[src/rtl/pacc_pkg.sv]
package pacc_pkg;

  // Snapshot trigger scheme selected by queue_mode_i
  typedef enum logic {
    XFER_PERIODIC = 1'b0,
    XFER_ONDEMAND = 1'b1
  } xfer_mode_e;

  // Lane index helpers for a pair of neighbouring channels
  function automatic int lo_lane(input int pair_idx);
    return 2 * pair_idx;
  endfunction

  function automatic int hi_lane(input int pair_idx);
    return 2 * pair_idx + 1;
  endfunction

endpackage

[src/rtl/pacc_trigger.sv]
module pacc_trigger
  import pacc_pkg::*;
#(
  parameter int NUM_CH = 4
) (
  input  logic              clk,
  input  logic              rst_n,
  input  xfer_mode_e        mode_i,
  input  logic              mod_zero_i,
  input  logic              mod_wr_zero_i,
  input  logic              force_latch_i,
  input  logic [NUM_CH-1:0] cap_rd_i,
  input  logic [NUM_CH/2-1:0] pair_en_i,
  output logic [NUM_CH-1:0] xfer_o
);
  localparam int NUM_PAIR = NUM_CH / 2;

  logic periodic_evt;
  logic [NUM_CH-1:0] ondemand_evt;

  assign periodic_evt = mod_zero_i | mod_wr_zero_i | force_latch_i;

  for (genvar p = 0; p < NUM_PAIR; p++) begin : g_pair
    logic rd_any;
    assign rd_any = cap_rd_i[lo_lane(p)] | cap_rd_i[hi_lane(p)];

    // A joined pair answers to a read of either of its channels
    always_comb begin
      if (pair_en_i[p]) begin
        ondemand_evt[lo_lane(p)] = rd_any;
        ondemand_evt[hi_lane(p)] = rd_any;
      end else begin
        ondemand_evt[lo_lane(p)] = cap_rd_i[lo_lane(p)];
        ondemand_evt[hi_lane(p)] = cap_rd_i[hi_lane(p)];
      end
    end

    AST_PAIR_XFER_TOGETHER: assert property (@(posedge clk) disable iff (!rst_n)
      pair_en_i[p] |-> (xfer_o[lo_lane(p)] == xfer_o[hi_lane(p)]));
  end

  always_comb begin
    if (mode_i == XFER_ONDEMAND) xfer_o = ondemand_evt;
    else                         xfer_o = {NUM_CH{periodic_evt}};
  end

  AST_ONDEMAND_NO_STROBE: assert property (@(posedge clk) disable iff (!rst_n)
    (mode_i == XFER_ONDEMAND && cap_rd_i == '0) |-> (xfer_o == '0));
  AST_PERIODIC_NO_READ: assert property (@(posedge clk) disable iff (!rst_n)
    (mode_i == XFER_PERIODIC && !mod_zero_i && !mod_wr_zero_i && !force_latch_i)
      |-> (xfer_o == '0));

endmodule

[src/rtl/pacc_pair.sv]
module pacc_pair #(
  parameter int CNT_W = 8
) (
  input  logic             clk,
  input  logic             rst_n,
  input  logic             pair_en_i,
  input  logic             sat_en_i,
  input  logic             edge_lo_i,
  input  logic             edge_hi_i,
  input  logic             xfer_lo_i,
  input  logic             xfer_hi_i,
  output logic [CNT_W-1:0] cnt_lo_o,
  output logic [CNT_W-1:0] cnt_hi_o,
  output logic [CNT_W-1:0] hold_lo_o,
  output logic [CNT_W-1:0] hold_hi_o
);
  localparam int WIDE_W = 2 * CNT_W;

  logic [WIDE_W-1:0] wide_cur, wide_nxt;
  logic [CNT_W-1:0]  lo_nxt, hi_nxt, hlo_nxt, hhi_nxt;
  logic [CNT_W-1:0]  solo_lo_nxt, solo_hi_nxt;

  assign wide_cur = {cnt_hi_o, cnt_lo_o};

  // Joined counter: edges of the low channel step the full-width value
  always_comb begin
    if (xfer_lo_i)
      wide_nxt = WIDE_W'(edge_lo_i);
    else if (edge_lo_i && !(sat_en_i && (&wide_cur)))
      wide_nxt = wide_cur + WIDE_W'(1);
    else
      wide_nxt = wide_cur;
  end

  // Independent lanes
  always_comb begin
    if (xfer_lo_i)
      solo_lo_nxt = CNT_W'(edge_lo_i);
    else if (edge_lo_i && !(sat_en_i && (&cnt_lo_o)))
      solo_lo_nxt = cnt_lo_o + CNT_W'(1);
    else
      solo_lo_nxt = cnt_lo_o;

    if (xfer_hi_i)
      solo_hi_nxt = CNT_W'(edge_hi_i);
    else if (edge_hi_i && !(sat_en_i && (&cnt_hi_o)))
      solo_hi_nxt = cnt_hi_o + CNT_W'(1);
    else
      solo_hi_nxt = cnt_hi_o;
  end

  always_comb begin
    if (pair_en_i) begin
      {hi_nxt, lo_nxt} = wide_nxt;
      hlo_nxt = xfer_lo_i ? cnt_lo_o : hold_lo_o;
      hhi_nxt = xfer_lo_i ? cnt_hi_o : hold_hi_o;
    end else begin
      lo_nxt  = solo_lo_nxt;
      hi_nxt  = solo_hi_nxt;
      hlo_nxt = xfer_lo_i ? cnt_lo_o : hold_lo_o;
      hhi_nxt = xfer_hi_i ? cnt_hi_o : hold_hi_o;
    end
  end

  always_ff @(posedge clk or negedge rst_n) begin
    if (!rst_n) begin
      cnt_lo_o  <= '0;
      cnt_hi_o  <= '0;
      hold_lo_o <= '0;
      hold_hi_o <= '0;
    end else begin
      cnt_lo_o  <= lo_nxt;
      cnt_hi_o  <= hi_nxt;
      hold_lo_o <= hlo_nxt;
      hold_hi_o <= hhi_nxt;
    end
  end

  AST_XFER_RESTART_LO: assert property (@(posedge clk) disable iff (!rst_n)
    xfer_lo_i |=> (cnt_lo_o == CNT_W'($past(edge_lo_i))));
  AST_XFER_SNAPSHOT_LO: assert property (@(posedge clk) disable iff (!rst_n)
    xfer_lo_i |=> (hold_lo_o == $past(cnt_lo_o)));
  AST_HOLD_KEEPS_LO: assert property (@(posedge clk) disable iff (!rst_n)
    !xfer_lo_i |=> $stable(hold_lo_o));
  AST_PAIR_CLEARS_HI: assert property (@(posedge clk) disable iff (!rst_n)
    (pair_en_i && xfer_lo_i) |=> (cnt_hi_o == '0 && hold_hi_o == $past(cnt_hi_o)));
  AST_SAT_SOLO: assert property (@(posedge clk) disable iff (!rst_n)
    (!pair_en_i && sat_en_i && !xfer_lo_i && (&cnt_lo_o)) |=> (&cnt_lo_o));
  AST_SAT_WIDE: assert property (@(posedge clk) disable iff (!rst_n)
    (pair_en_i && sat_en_i && !xfer_lo_i && (&wide_cur)) |=> (&{cnt_hi_o, cnt_lo_o}));
  AST_HI_EDGE_IGNORED: assert property (@(posedge clk) disable iff (!rst_n)
    (pair_en_i && !xfer_lo_i && !edge_lo_i) |=> ($stable(cnt_hi_o) && $stable(cnt_lo_o)));

endmodule

[src/rtl/pulse_accum_bank.sv]
module pulse_accum_bank
  import pacc_pkg::*;
#(
  parameter int NUM_CH = 4,   // must be even: channels are joined in pairs
  parameter int CNT_W  = 8
) (
  input  logic                      clk,
  input  logic                      rst_n,
  input  logic [NUM_CH-1:0]         edge_i,
  input  logic [NUM_CH-1:0]         cap_rd_i,
  input  logic                      queue_mode_i,
  input  logic                      sat_en_i,
  input  logic [NUM_CH/2-1:0]       pair_en_i,
  input  logic                      mod_zero_i,
  input  logic                      mod_wr_zero_i,
  input  logic                      force_latch_i,
  output logic [NUM_CH*CNT_W-1:0]   count_o,
  output logic [NUM_CH*CNT_W-1:0]   hold_o
);
  localparam int NUM_PAIR = NUM_CH / 2;

  xfer_mode_e        mode;
  logic [NUM_CH-1:0] xfer;

  assign mode = queue_mode_i ? XFER_ONDEMAND : XFER_PERIODIC;

  pacc_trigger #(.NUM_CH(NUM_CH)) u_trig (
    .clk           (clk),
    .rst_n         (rst_n),
    .mode_i        (mode),
    .mod_zero_i    (mod_zero_i),
    .mod_wr_zero_i (mod_wr_zero_i),
    .force_latch_i (force_latch_i),
    .cap_rd_i      (cap_rd_i),
    .pair_en_i     (pair_en_i),
    .xfer_o        (xfer)
  );

  for (genvar p = 0; p < NUM_PAIR; p++) begin : g_pair
    localparam int LO = 2 * p;
    localparam int HI = 2 * p + 1;

    pacc_pair #(.CNT_W(CNT_W)) u_pair (
      .clk       (clk),
      .rst_n     (rst_n),
      .pair_en_i (pair_en_i[p]),
      .sat_en_i  (sat_en_i),
      .edge_lo_i (edge_i[LO]),
      .edge_hi_i (edge_i[HI]),
      .xfer_lo_i (xfer[LO]),
      .xfer_hi_i (xfer[HI]),
      .cnt_lo_o  (count_o[LO*CNT_W +: CNT_W]),
      .cnt_hi_o  (count_o[HI*CNT_W +: CNT_W]),
      .hold_lo_o (hold_o[LO*CNT_W +: CNT_W]),
      .hold_hi_o (hold_o[HI*CNT_W +: CNT_W])
    );
  end

  AST_RESET_CLEAR: assert property (@(posedge clk)
    !rst_n |-> (count_o == '0 && hold_o == '0));

endmodule

[config.mk]
export PLATFORM = sky130hd
export DESIGN_NAME = pulse_accum_bank
export DESIGN_NICKNAME = d
export VERILOG_FILES = /design/src/rtl/pacc_pkg.sv /design/src/rtl/pacc_trigger.sv /design/src/rtl/pacc_pair.sv /design/src/rtl/pulse_accum_bank.sv
export SDC_FILE = /design/constraint.sdc
export NUM_CORES = 1
export LEC_CHECK = 0
export BUFFER_PORTS_ARGS = -buffer_cell sky130_fd_sc_hd__buf_2
export CORE_ASPECT_RATIO = 1.25
export CORE_MARGIN = 2
export CORE_UTILIZATION = 48
export DETAILED_ROUTE_END_ITERATION = 7
export GPL_TIMING_DRIVEN = 0
export HOLD_SLACK_MARGIN = 0.15
export PLACE_DENSITY = 0.84
export SLEW_MARGIN = 20
export SYNTH_ARGS = -nofsm -noshare
export SYNTH_HDL_FRONTEND = slang
export SYNTH_SLANG_ARGS = --single-unit
[constraint.sdc]
create_clock -name clk -period 2 [get_ports clk]
set_input_delay 0 -clock clk [delete_from_list [all_inputs] [get_ports clk]]
set_output_delay 0 -clock clk [all_outputs]
set_load 0.01 [all_outputs]
==> metrics.md, run 1 <==
| Metric | Value |
|---|---|
| Seq pwr share | `0.489` |
| Comb pwr share | `0.136` |
| Largest net degree at the start of global routing | `53` |
| Routed Antenna Nets | `0` |
| Final core utilization | `0.6622` |
| Largest family of logic cells by synthesized area | `simple AND/OR/NAND/NOR gates` |
| Via Count | `2833` |
| CTS Buf Count | `9` |
| Global placement routability congestion | `0.8848` |
| WP depth | `5` |
| Yosys reg bits | `64` |
| Fin. max-slew vios | `0` |
| Hold Crit Depth | `3` |
| Clock root buffer | `clkbuf_8` |
| Unique masters post-synth | `47` |
| Crit path top cell by count | `a21oi_4` |
| Status | `complete, no violations` |
| Post-synthesis adder-cell area fraction | `0.01567` |
| Count leader, synth | `dfrtp_1` |
| Worst Tran Pin Value | `0.8784 ns` |
| CP endpoint kind | `flop` |
| Crit path time final | `1.986 ns` |
| Fmax achieved | `503.5 MHz` |
| Fraction of layout cells with a size suffix above 1 | `0.4474` |
| Startpoint types | `flop` |
| Reg2Reg Depth | `5` |
| Nets | `434` |
| Sw Pwr | `706.1 µW` |
| Mapped cell area | `3193 µm²` |
| Die Span X | `76.95 µm` |
| Worst Path Buf+Inv | `0` |
| Fin crit share | `0.9931` |
| Clk_lat worst skew | `0.33 ns` |
| Critical Path RT | `2.22 ns` |
| Final hold viol count | `0` |
| I/O Buffers | `79` |
| Slew Limit Headroom | `0.4116` |
| Initial antenna violation count | `0` |
| Crit Path Max Fanout | `10` |
| Placed Cells incl. Taps | `464` |
| Clock Power Share | `0.375` |
| GRT Total Usage | `0.2175` |
| Final Cell Area | `4293 µm²` |
| CTS H-Tree Depth | `3` |
| Synthesized net count | `318` |
| Sequential element share of the synthesized area | `0.5016` |
| XOR/XNOR Fraction of Synth Area | `0.04389` |
| Core area | `6482 µm²` |
| CP top delay family | `simple AND/OR/NAND/NOR gates` |
| Routed WL per cell | `15.85 µm` |
| Syn Inst Count | `297` |
| Worst-path cell chain | `nand4_1, or4_4, a21oi_4, a21oi_4, mux2_2` |
| Deepest clock path buffer count | `2` |
| Post-synth top area share | `0.5016` |
| YS warnings | `0` |
| Num rows | `33` |
| Max incr delay on CP | `0.63 ns` |
| Max VDD drop | `0.5226 mV` |
| Die H | `95.19 µm` |
| RSZ-0062 raised after global routing | `yes` |
| Vias/cell | `5.610` |
| Leading area contributor after synthesis | `dfrtp_1` |
| Post-Syn Area per Cell | `10.75 µm²` |
| Synth top cells by count | `dfrtp_1, mux2_2, nor2_1` |
| Int Pwr | `2.073 mW` |
| Die ar. | `7325 µm²` |
| Starting DRC count in detailed routing | `220` |
| Main area contributors after synthesis | `dfrtp_1, mux2_2, nor2_1` |
| Critical path's slowest cell | `or4_4` |
| Post-synth EDFFs | `0` |
| # IOs | `81` |
| Detailed Place HPWL | `5.322 mm` |
| Total congestion overflow | `0` |
| WL final | `8.006 mm` |
| First-pass DRT Iterations | `4` |
| Syn-to-layout area delta | `34.44%` |
| Max cap viols | `0` |
| Fin cells | `505` |
| Ys flop type | `dfrtp_1` |
| Clk sinks | `64` |
| Ant diodes | `0` |
| Vias in the first global route | `2720` |
| Mux cell area share after synthesis | `0.1262` |
| Reg clk slew, reported paths | `0.07 ns` |
| Switching part of the total power | `0.2541` |
| P_leak | `2.094 nW` |
| Final Setup Violations | `0` |
| P per Cell Area | `647.4 nW/µm²` |
| Synth async-reset ratio | `1.000` |
| Synth Area in Compound Gates | `0.1395` |
| Initial Util | `0.4926` |
| TritonCTS clock tree | `done` |
| Global-route wire length before repair | `12.43 mm` |
| CP arrival | `2.21 ns` |
| Worst Clk Skew | `0.004913 ns` |
| Area fraction in and, or, nand and nor cells after synthesis | `0.1548` |
| Worst Hold Slack | `0.1645 ns` |
| CP Class | `reg -> reg` |
| HP Class | `in -> reg` |
| Post-DP Area | `3729 µm²` |
| DRC errors left | `0` |
==> kinds of logic (layout without fill, tap and decap cells) <==
kind of cell             count (synthesis)  after routing
XOR/XNOR                                16             16
flip-flops                              64             64
buffers and inverters                   15            136
AND/OR/NAND/NOR                         97             97
AO/OA/AOI/OAI                           65             65
adder cells (fa/ha/maj)                  4              4
multiplexers                            36             36
==> flip-flops by register name (all words and copies together) (netlist names) <==
| register | cells |
|---|---|
| g_pair.u_pair.cnt_hi_o | 16 |
| g_pair.u_pair.cnt_lo_o | 16 |
| g_pair.u_pair.hold_hi_o | 16 |
| g_pair.u_pair.hold_lo_o | 16 |
==> layout make-up <==
| class | instances | area [µm²] |
|---|---|---|
| plain buffers | 6 | 31.28 |
| clock buffers | 12 | 135.1 |
| clock inverters | 4 | 45.04 |
| fillers | 505 | 2190 |
| inverters | 9 | 33.78 |
| multi-input cells | 218 | 1695 |
| flip-flops and latches | 64 | 1613 |
| well taps | 87 | 108.9 |
| repair buffers | 105 | 630.6 |
==> worst min-delay path, cell delays in order <==
cell	delay (ns)
buf_2	0.14
o22ai_1	0.17
mux2_2	0.16
==> routing by layer <==
metal  global-route usage  wire length [µm]
met5                    0                 0
met4              0.08333               129
met3              0.05682               495
met2               0.3991              4231
met1               0.2424              3149
==> power groups by stage <==
stage,combinational (mW),sequential [mW],clock (mW)
floorplan,0.156,1.40,0
global placement,0.282,1.39,0
detailed placement,0.299,1.39,0
CTS,0.340,1.36,1.07
global route,0.415,1.36,1.13
finish,0.379,1.36,1.04
==> stage by stage <==
step                      setup slack (ns)  total power [mW]  setup TNS, ns
after CTS                        0.0005380             2.772              0
final                              0.01384             2.779              0
after global placement             -0.1584             1.670         -1.390
after detailed placement           -0.2380             1.692         -2.775
after global routing              -0.08158             2.910        -0.2830
after floorplan                    0.02081             1.557              0
==> worst paths after layout <==
check	start	endpoint	slack (ns)
setup / recovery	g_pair[0].u_pair.cnt_hi_o[4]$_DFFE_PN0P_	g_pair[0].u_pair.cnt_hi_o[0]$_DFFE_PN0P_	0.01
hold / removal	pair_en_i[1]	g_pair[1].u_pair.cnt_hi_o[0]$_DFFE_PN0P_	0.16
setup reg to reg	g_pair[0].u_pair.cnt_hi_o[4]$_DFFE_PN0P_	g_pair[0].u_pair.cnt_hi_o[0]$_DFFE_PN0P_	0.01
hold reg to reg	g_pair[1].u_pair.hold_lo_o[2]$_DFFE_PN0P_	g_pair[1].u_pair.hold_lo_o[2]$_DFFE_PN0P_	0.50
max in group asynchronous	rst_n	g_pair[1].u_pair.hold_lo_o[0]$_DFFE_PN0P_	0.88
min in group asynchronous	rst_n	g_pair[0].u_pair.hold_lo_o[0]$_DFFE_PN0P_	0.18
==> cell usage in the layout (no fill, tap or decap), types with 6 or more instances in the layout <==
master,Yosys,final
a21oi_1,18,16
buf_2,2,79
buf_4,0,19
clkbuf_1,4,7
clkbuf_8,0,9
dfrtp_1,64,55
dfrtp_2,0,9
dlygate4sd3_1,0,7
inv_1,9,9
mux2_2,34,34
nand2_1,26,26
nand3_1,9,8
nand4_1,10,10
nor2_1,27,26
o21ai_0,12,8
xnor2_1,6,6
xor2_1,10,10
==> timing repair <==
item	in CTS	in global routing
hold buffers	7	0
pin swaps	1	10
setup endpoints to repair	27	29
endpoints found under the hold margin	68	0
buffers inserted	6	12
gates resized for setup	16	28
Power figures use the tool's default switching activity.
==> inputs of run 2 (changes only) <==
- CORE_UTILIZATION: 48 -> 53
- PLACE_DENSITY: 0.84 -> 0.88
- clock period: 2 -> 2.15 ns (I/O delays scaled with it)
==> metrics.md, run 2 (same netlist as run 1, synthesis figures left out) <==
| Metric | Value |
|---|---|
| Status | `complete, no violations` |
| Die Span X | `73.43 µm (-4.6%)` |
| Crit Path Max Fanout | `10 (unchanged)` |
| Die ar. | `6666 µm² (-9.0%)` |
| Die H | `90.78 µm (-4.6%)` |
| Max VDD drop | `0.5999 mV (+15%)` |
| # IOs | `81 (unchanged)` |
| First-pass DRT Iterations | `4 (unchanged)` |
| Slew Limit Headroom | `0.4389 (+0.02727)` |
| Worst Tran Pin Value | `0.8377 ns (-0.04071 ns)` |
| Deepest clock path buffer count | `2 (unchanged)` |
| HP Class | `in -> reg` |
| Clk sinks | `64 (unchanged)` |
| P_leak | `1.996 nW (-4.7%)` |
| I/O Buffers | `79 (unchanged)` |
| Total congestion overflow | `0 (unchanged)` |
| Via Count | `2795 (-1.3%)` |
| Worst Clk Skew | `0.004989 ns (+0.00007591 ns)` |
| Nets | `419 (-3.5%)` |
| Vias/cell | `5.959 (+6.2%)` |
| Critical Path RT | `2.38 ns (+0.16 ns)` |
| Global-route wire length before repair | `12.05 mm (-3.0%)` |
| Final hold viol count | `0 (unchanged)` |
| Fin crit share | `0.9873 (-0.005798)` |
| Core area | `5818 µm² (-10%)` |
| Most frequent cells in the layout | `buf_2, dfrtp_1, mux2_2, nand2_1, nor2_1` |
| Num rows | `31 (-6.1%)` |
| Design Power | `2.613 mW (-6.0%)` |
| Clk_lat worst skew | `0.34 ns (about the same)` |
| Ant diodes | `0 (unchanged)` |
| Fmax achieved | `471.1 MHz (-6.4%)` |
| Detailed Place HPWL | `5.055 mm (-5.0%)` |
| CP arrival | `2.35 ns (+0.14 ns)` |
| Crit path time final | `2.123 ns (+0.1365 ns)` |
| Starting DRC count in detailed routing | `222 (+0.91%)` |
| P per Cell Area | `648.5 nW/µm² (+0.17%)` |
| Fraction of layout cells with a size suffix above 1 | `0.3921 (-0.05531)` |
| DRC errors left | `0 (unchanged)` |
| Vias in the first global route | `2687 (-1.2%)` |
| Routed Antenna Nets | `0 (unchanged)` |
| Reg clk slew, reported paths | `0.07 ns (about the same)` |
| Fin. max-slew vios | `0 (unchanged)` |
| Largest net degree at the start of global routing | `65 (+23%)` |
| Max cap viols | `0 (unchanged)` |
| CTS Buf Count | `9 (unchanged)` |
| WL final | `7.530 mm (-5.9%)` |
| Initial Util | `0.5488 (+0.05625)` |
| Routed WL per cell | `16.06 µm (+1.3%)` |
| Syn-to-layout area delta | `26.18%` |
| CTS H-Tree Depth | `3 (unchanged)` |
| Initial antenna violation count | `0 (unchanged)` |
| TritonCTS clock tree | `done` |
| GRT Total Usage | `0.2306 (+0.01306)` |
| Final Cell Area | `4029 µm² (-6.1%)` |
| Commonest non-fill, non-tap cell in the layout | `buf_2` |
| Final Setup Violations | `0 (unchanged)` |
| Post-DP Area | `3674 µm² (-1.5%)` |
| CP endpoint kind | `flop` |
| Global placement routability congestion | `0.8697 (-1.7%)` |
| Startpoint types | `flop` |
| Clock root buffer | `clkbuf_8` |
| CP Class | `reg -> reg` |
==> run 2: worst paths after layout <==
path                       cells past startpoint                                      start  slack [ns]                                   endpoint
max                                            6   g_pair[0].u_pair.cnt_lo_o[0]$_DFFE_PN0P_        0.03   g_pair[0].u_pair.cnt_hi_o[0]$_DFFE_PN0P_
max in group asynchronous                      2                                      rst_n        1.32   g_pair[0].u_pair.cnt_hi_o[0]$_DFFE_PN0P_
max reg2reg                                    6   g_pair[0].u_pair.cnt_lo_o[0]$_DFFE_PN0P_        0.03   g_pair[0].u_pair.cnt_hi_o[0]$_DFFE_PN0P_
min                                            3                               pair_en_i[1]        0.18   g_pair[1].u_pair.cnt_hi_o[0]$_DFFE_PN0P_
min reg2reg                                    1  g_pair[0].u_pair.hold_hi_o[6]$_DFFE_PN0P_        0.50  g_pair[0].u_pair.hold_hi_o[6]$_DFFE_PN0P_
min in group asynchronous                      2                                      rst_n        0.28   g_pair[0].u_pair.cnt_lo_o[4]$_DFFE_PN0P_
==> run 2: cell type report <==
cell class / instances / area (µm²)
fillers: 442 / 1789
multi-input cells: 218 / 1582
clock buffers: 13 / 158.9
flip-flops and latches: 64 / 1609
inverters: 9 / 33.78
well taps: 66 / 82.58
plain buffers: 6 / 27.53
clock inverters: 3 / 40.04
repair buffers: 90 / 495.5
==> run 2: worst max-delay path, cell delays in order (launching register included) <==
cell     delay (ns)
dfrtp_2        0.44
ha_4           0.16
nand4_1        0.21
or4_4          0.60
a21oi_2        0.18
a21oi_2        0.11
mux2_2         0.30
==> run 2: metrics by stage <==
stage | std cells | utilization | setup WS (ns) | hold slack (ns) | TNS [ns]
after global routing | 469 | 0.6925 | -0.02630 | 0.1873 | -0.09184
after floorplan | 297 | - | 0.1102 | -0.2956 | 0
after detailed placement | 442 | 0.6314 | -0.1049 | 0.1369 | -0.4683
after global placement | 442 | 0.6310 | -0.04490 | 0.2335 | -0.05407
after CTS | 464 | 0.6794 | 0.004426 | 0.1665 | 0
final | 469 | 0.6925 | 0.02735 | 0.1775 | 0
==> run 2: repair_timing <==
| item | in CTS | in global routing |
|---|---|---|
| pin swaps | 0 | 4 |
| setup buffers | 0 | 5 |
| hold buffers | 6 | 0 |
| resized for setup | 6 | 13 |
| setup endpoints to repair | 13 | 21 |
| endpoints found under the hold margin | 68 | 0 |
==> run 2: layer usage <==
| metal | share of wire | track usage | up-vias |
|---|---|---|---|
| met5 | 0 | 0 | - |
| met4 | 0.030 | 0.09848 | 0 |
| met3 | 0.063 | 0.05692 | 29 |
| met2 | 0.51 | 0.3851 | 126 |
| met1 | 0.40 | 0.2772 | 1357 |
| li1 | - | - | 1283 |
==> run 2: power breakdown <==
group | total (mW) | internal, mW | switching [mW]
Combinational | 0.298 | 0.133 | 0.165
Sequential | 1.27 | 1.24 | 0.0370
Clock | 1.04 | 0.596 | 0.444
==> inputs of run 3 (changes only) <==
- CORE_UTILIZATION: 53 -> 55
- PLACE_DENSITY: 0.88 -> 0.9
- clock period: 2.15 -> 2.6 ns (I/O delays scaled with it)
==> metrics.md, run 3 (same netlist as run 1, synthesis figures left out) <==
| Metric | Value |
|---|---|
| Critical path's slowest cell | `dlygate4sd3_1` |
| Routed WL per cell | `15.73 µm (-2.0%)` |
| # IOs | `81 (unchanged)` |
| P_leak | `1.990 nW (-0.31%)` |
| Flop2flop setup slack | `0.21 ns (+0.18 ns)` |
| Crit Path Max Fanout | `6 (-4)` |
| Final Setup Violations | `0 (unchanged)` |
| Status | `complete, no violations` |
| Switching part of the total power | `0.2422 (-0.005297)` |
| Register Area | `1602 µm² (-0.47%)` |
| Reg2Reg Depth | `7 (+1)` |
| Worst r2r src | `g_pair[1].u_pair.cnt_lo_o[0]$_DFFE_PN0P_` |
| Syn-to-layout area delta | `24.45%` |
| Clock Power Share | `0.440 (+0.042)` |
| Die Span X | `72.15 µm (-1.7%)` |
| Nets | `414 (-1.2%)` |
| Initial Util | `0.5600 (+0.01120)` |
| TritonCTS clock tree | `done` |
| Global-route wire length before repair | `11.72 mm (-2.7%)` |
| Slew Limit Headroom | `0.4442 (+0.005271)` |
| Worst Clk Skew | `0.006371 ns (+0.001383 ns)` |
| Max incr delay on CP | `0.56 ns (-0.04 ns)` |
| Global placement routability congestion | `0.8953 (+2.9%)` |
| Fin Setup TNS | `0 ns (unchanged)` |
| Final hold viol count | `0 (unchanged)` |
| GRT Total Usage | `0.2344 (+0.003870)` |
| Initial antenna violation count | `0 (unchanged)` |
| Final core utilization | `0.6970 (+0.004477)` |
| Worst Tran Pin Value | `0.8299 ns (-0.007870 ns)` |
| Int Pwr | `1.738 mW (-12%)` |
| Crit path time final | `2.393 ns (+0.2701 ns)` |
| Num rows | `31 (unchanged)` |
| Core area | `5702 µm² (-2.0%)` |
| Max VDD drop | `0.4629 mV (-23%)` |
| I/O Buffers | `79 (unchanged)` |
| Largest net degree at the start of global routing | `65 (unchanged)` |
| Post-DP Area | `3674 µm² (unchanged)` |
| CP endpoint kind | `flop` |
| Clock root buffer | `clkbuf_8` |
| Reg clk slew, reported paths | `0.07 ns (about the same)` |
| Fill count | `433 (-2.0%)` |
| DRC errors left | `0 (unchanged)` |
| Fmax achieved | `417.9 MHz (-11%)` |
| Multi-input gate area | `1533 µm² (-3.1%)` |
| HP Class | `in -> reg` |
| Max cap viols | `0 (unchanged)` |
| CP Class | `reg -> reg` |
| Seq pwr share | `0.459 (-0.029)` |
| Vias in the first global route | `2594 (-3.5%)` |
| CP top delay family | `buffers and inverters` |
| Most frequent cells in the layout | `buf_2, dfrtp_1, mux2_2, nor2_1, nand2_1` |
| Comb pwr share | `0.101 (-0.013)` |
| Vias/cell | `5.875 (-1.4%)` |
| Die ar. | `6435 µm² (-3.5%)` |
| Worst Hold End | `g_pair[0].u_pair.cnt_hi_o[0]$_DFFE_PN0P_` |
| Number of setup buffers added after CTS | `0 (unchanged)` |
| Routed Antenna Nets | `0 (unchanged)` |
| Fraction of layout cells with a size suffix above 1 | `0.3518 (-0.04030)` |
| Fin. max-slew vios | `0 (unchanged)` |
| Fin crit share | `0.9203 (-0.06701)` |
| First-pass DRT Iterations | `4 (unchanged)` |
| Total congestion overflow | `0 (unchanged)` |
| Hold Crit Depth | `3 (unchanged)` |
| Clk sinks | `64 (unchanged)` |
| Detailed Place HPWL | `5.047 mm (-0.15%)` |
| Via Count | `2726 (-2.5%)` |
| Commonest non-fill, non-tap cell in the layout | `buf_2` |
| Critical Path RT | `2.83 ns (+0.45 ns)` |
| Worst-path cell chain | `ha_1, inv_1, nor3_1, xnor2_1, o22ai_1, dlygate4sd3_1, mux2_2` |
| CTS Buf Count | `9 (unchanged)` |
| Fin cells | `464 (-1.1%)` |
| Startpoint types | `flop` |
| Ant diodes | `0 (unchanged)` |
| Worst r2r dst | `g_pair[1].u_pair.cnt_hi_o[0]$_DFFE_PN0P_` |
| Starting DRC count in detailed routing | `187 (-16%)` |
| Sw Pwr | `555.5 µW (-14%)` |
| Die H | `89.19 µm (-1.8%)` |
| Post-cts resize count | `0 (-6)` |
| CTS H-Tree Depth | `3 (unchanged)` |
| Worst Hold Launch | `pair_en_i[0]` |
| WL final | `7.301 mm (-3.0%)` |
| Placed Cells incl. Taps | `442 (unchanged)` |
| Final Cell Area | `3974 µm² (-1.4%)` |
| P per Cell Area | `577.3 nW/µm² (-11%)` |
| Worst Path Buf+Inv | `2 (+2)` |
| RSZ-0062 raised after global routing | `no` |
| Deepest clock path buffer count | `2 (unchanged)` |
| Clk_lat worst skew | `0.35 ns (about the same)` |
| CP arrival | `2.62 ns (+0.27 ns)` |
-- run 3: cell count changes in the layout (fill, tap and decap cells not counted), sizes merged --
| cell | previous run | this run |
|---|---|---|
| clkinv | 2 | 0 |
| clkbuf | 17 | 16 |
| buf | 86 | 81 |
| bufinv | 1 | 2 |
| clkinvlp | 0 | 2 |
-- run 3: area by class of cell --
| class | count | area share |
|---|---|---|
| clock buffer | 12 | 0.04156 |
| clock inverter | 4 | 0.01889 |
| inverter | 9 | 0.008501 |
| sequential | 64 | 0.4030 |
| buffer | 6 | 0.006297 |
| timing repair buffer | 85 | 0.1152 |
| tap | 66 | 0.02078 |
| multi-input combinational | 218 | 0.3857 |
-- run 3: worst reg2reg max path: cells and delay by family (launching register included) --
kind,cells,cell delay (ns)
muxes,1,0.27
DFF,1,0.49
adders and majority gates,1,0.24
AOI/OAI and AO/OA,1,0.10
xor gates and xnor gates,1,0.17
buffers and inverters,2,0.64
and+or+nand+nor,1,0.38
-- run 3: metal layers --
metal	wire [µm]	GRT usage	vias to the layer above
met1	3025	0.2778	1326
met5	0	0	-
met2	3678	0.4078	110
met4	219	0.1338	0
li1	-	-	1268
met3	378	0.03269	22
-- run 3: through the flow --
stage | setup WS (ns) | hold WS (ns) | total power, mW
after CTS | 0.2539 | 0.1712 | 2.300
after global placement | 0.4108 | 0.2323 | 1.283
after floorplan | 0.5602 | -0.2956 | 1.197
after detailed placement | 0.3175 | 0.1406 | 1.295
after global routing | 0.06165 | 0.1975 | 2.372
final | 0.2073 | 0.1819 | 2.294
-- run 3: how the worst max path moves through the flow --
| stage | end | start | slack [ns] | depth (start not counted) |
|---|---|---|---|---|
| floorplan | g_pair[0].u_pair.cnt_hi_o[4]$_DFFE_PN0P_ | g_pair[0].u_pair.cnt_hi_o[0]$_DFFE_PN0P_ | 0.56 | 7 |
| global placement | g_pair[0].u_pair.cnt_hi_o[4]$_DFFE_PN0P_ | g_pair[0].u_pair.cnt_hi_o[0]$_DFFE_PN0P_ | 0.41 | 7 |
| detailed placement | g_pair[0].u_pair.cnt_hi_o[4]$_DFFE_PN0P_ | g_pair[0].u_pair.cnt_hi_o[0]$_DFFE_PN0P_ | 0.32 | 7 |
| CTS | g_pair[1].u_pair.cnt_hi_o[0]$_DFFE_PN0P_ | g_pair[1].u_pair.cnt_lo_o[0]$_DFFE_PN0P_ | 0.25 | 7 |
| global route | g_pair[1].u_pair.cnt_hi_o[0]$_DFFE_PN0P_ | g_pair[1].u_pair.cnt_lo_o[0]$_DFFE_PN0P_ | 0.06 | 7 |
| finish | g_pair[1].u_pair.cnt_hi_o[0]$_DFFE_PN0P_ | g_pair[1].u_pair.cnt_lo_o[0]$_DFFE_PN0P_ | 0.21 | 7 |
-- run 3: repair_timing --
action / CTS / global route
setup endpoints to repair: 0 / 0
endpoints found under the hold margin: 68 / 0
hold buffers: 6 / 0
-- run 3: power by group through the flow --
| stage | Combinational (mW) | Sequential, mW | Clock (mW) |
|---|---|---|---|
| after floorplan | 0.120 | 1.08 | 0 |
| after global placement | 0.215 | 1.07 | 0 |
| after detailed placement | 0.223 | 1.07 | 0 |
| after CTS | 0.233 | 1.05 | 1.01 |
| after global routing | 0.259 | 1.06 | 1.06 |
| final | 0.233 | 1.05 | 1.01 |
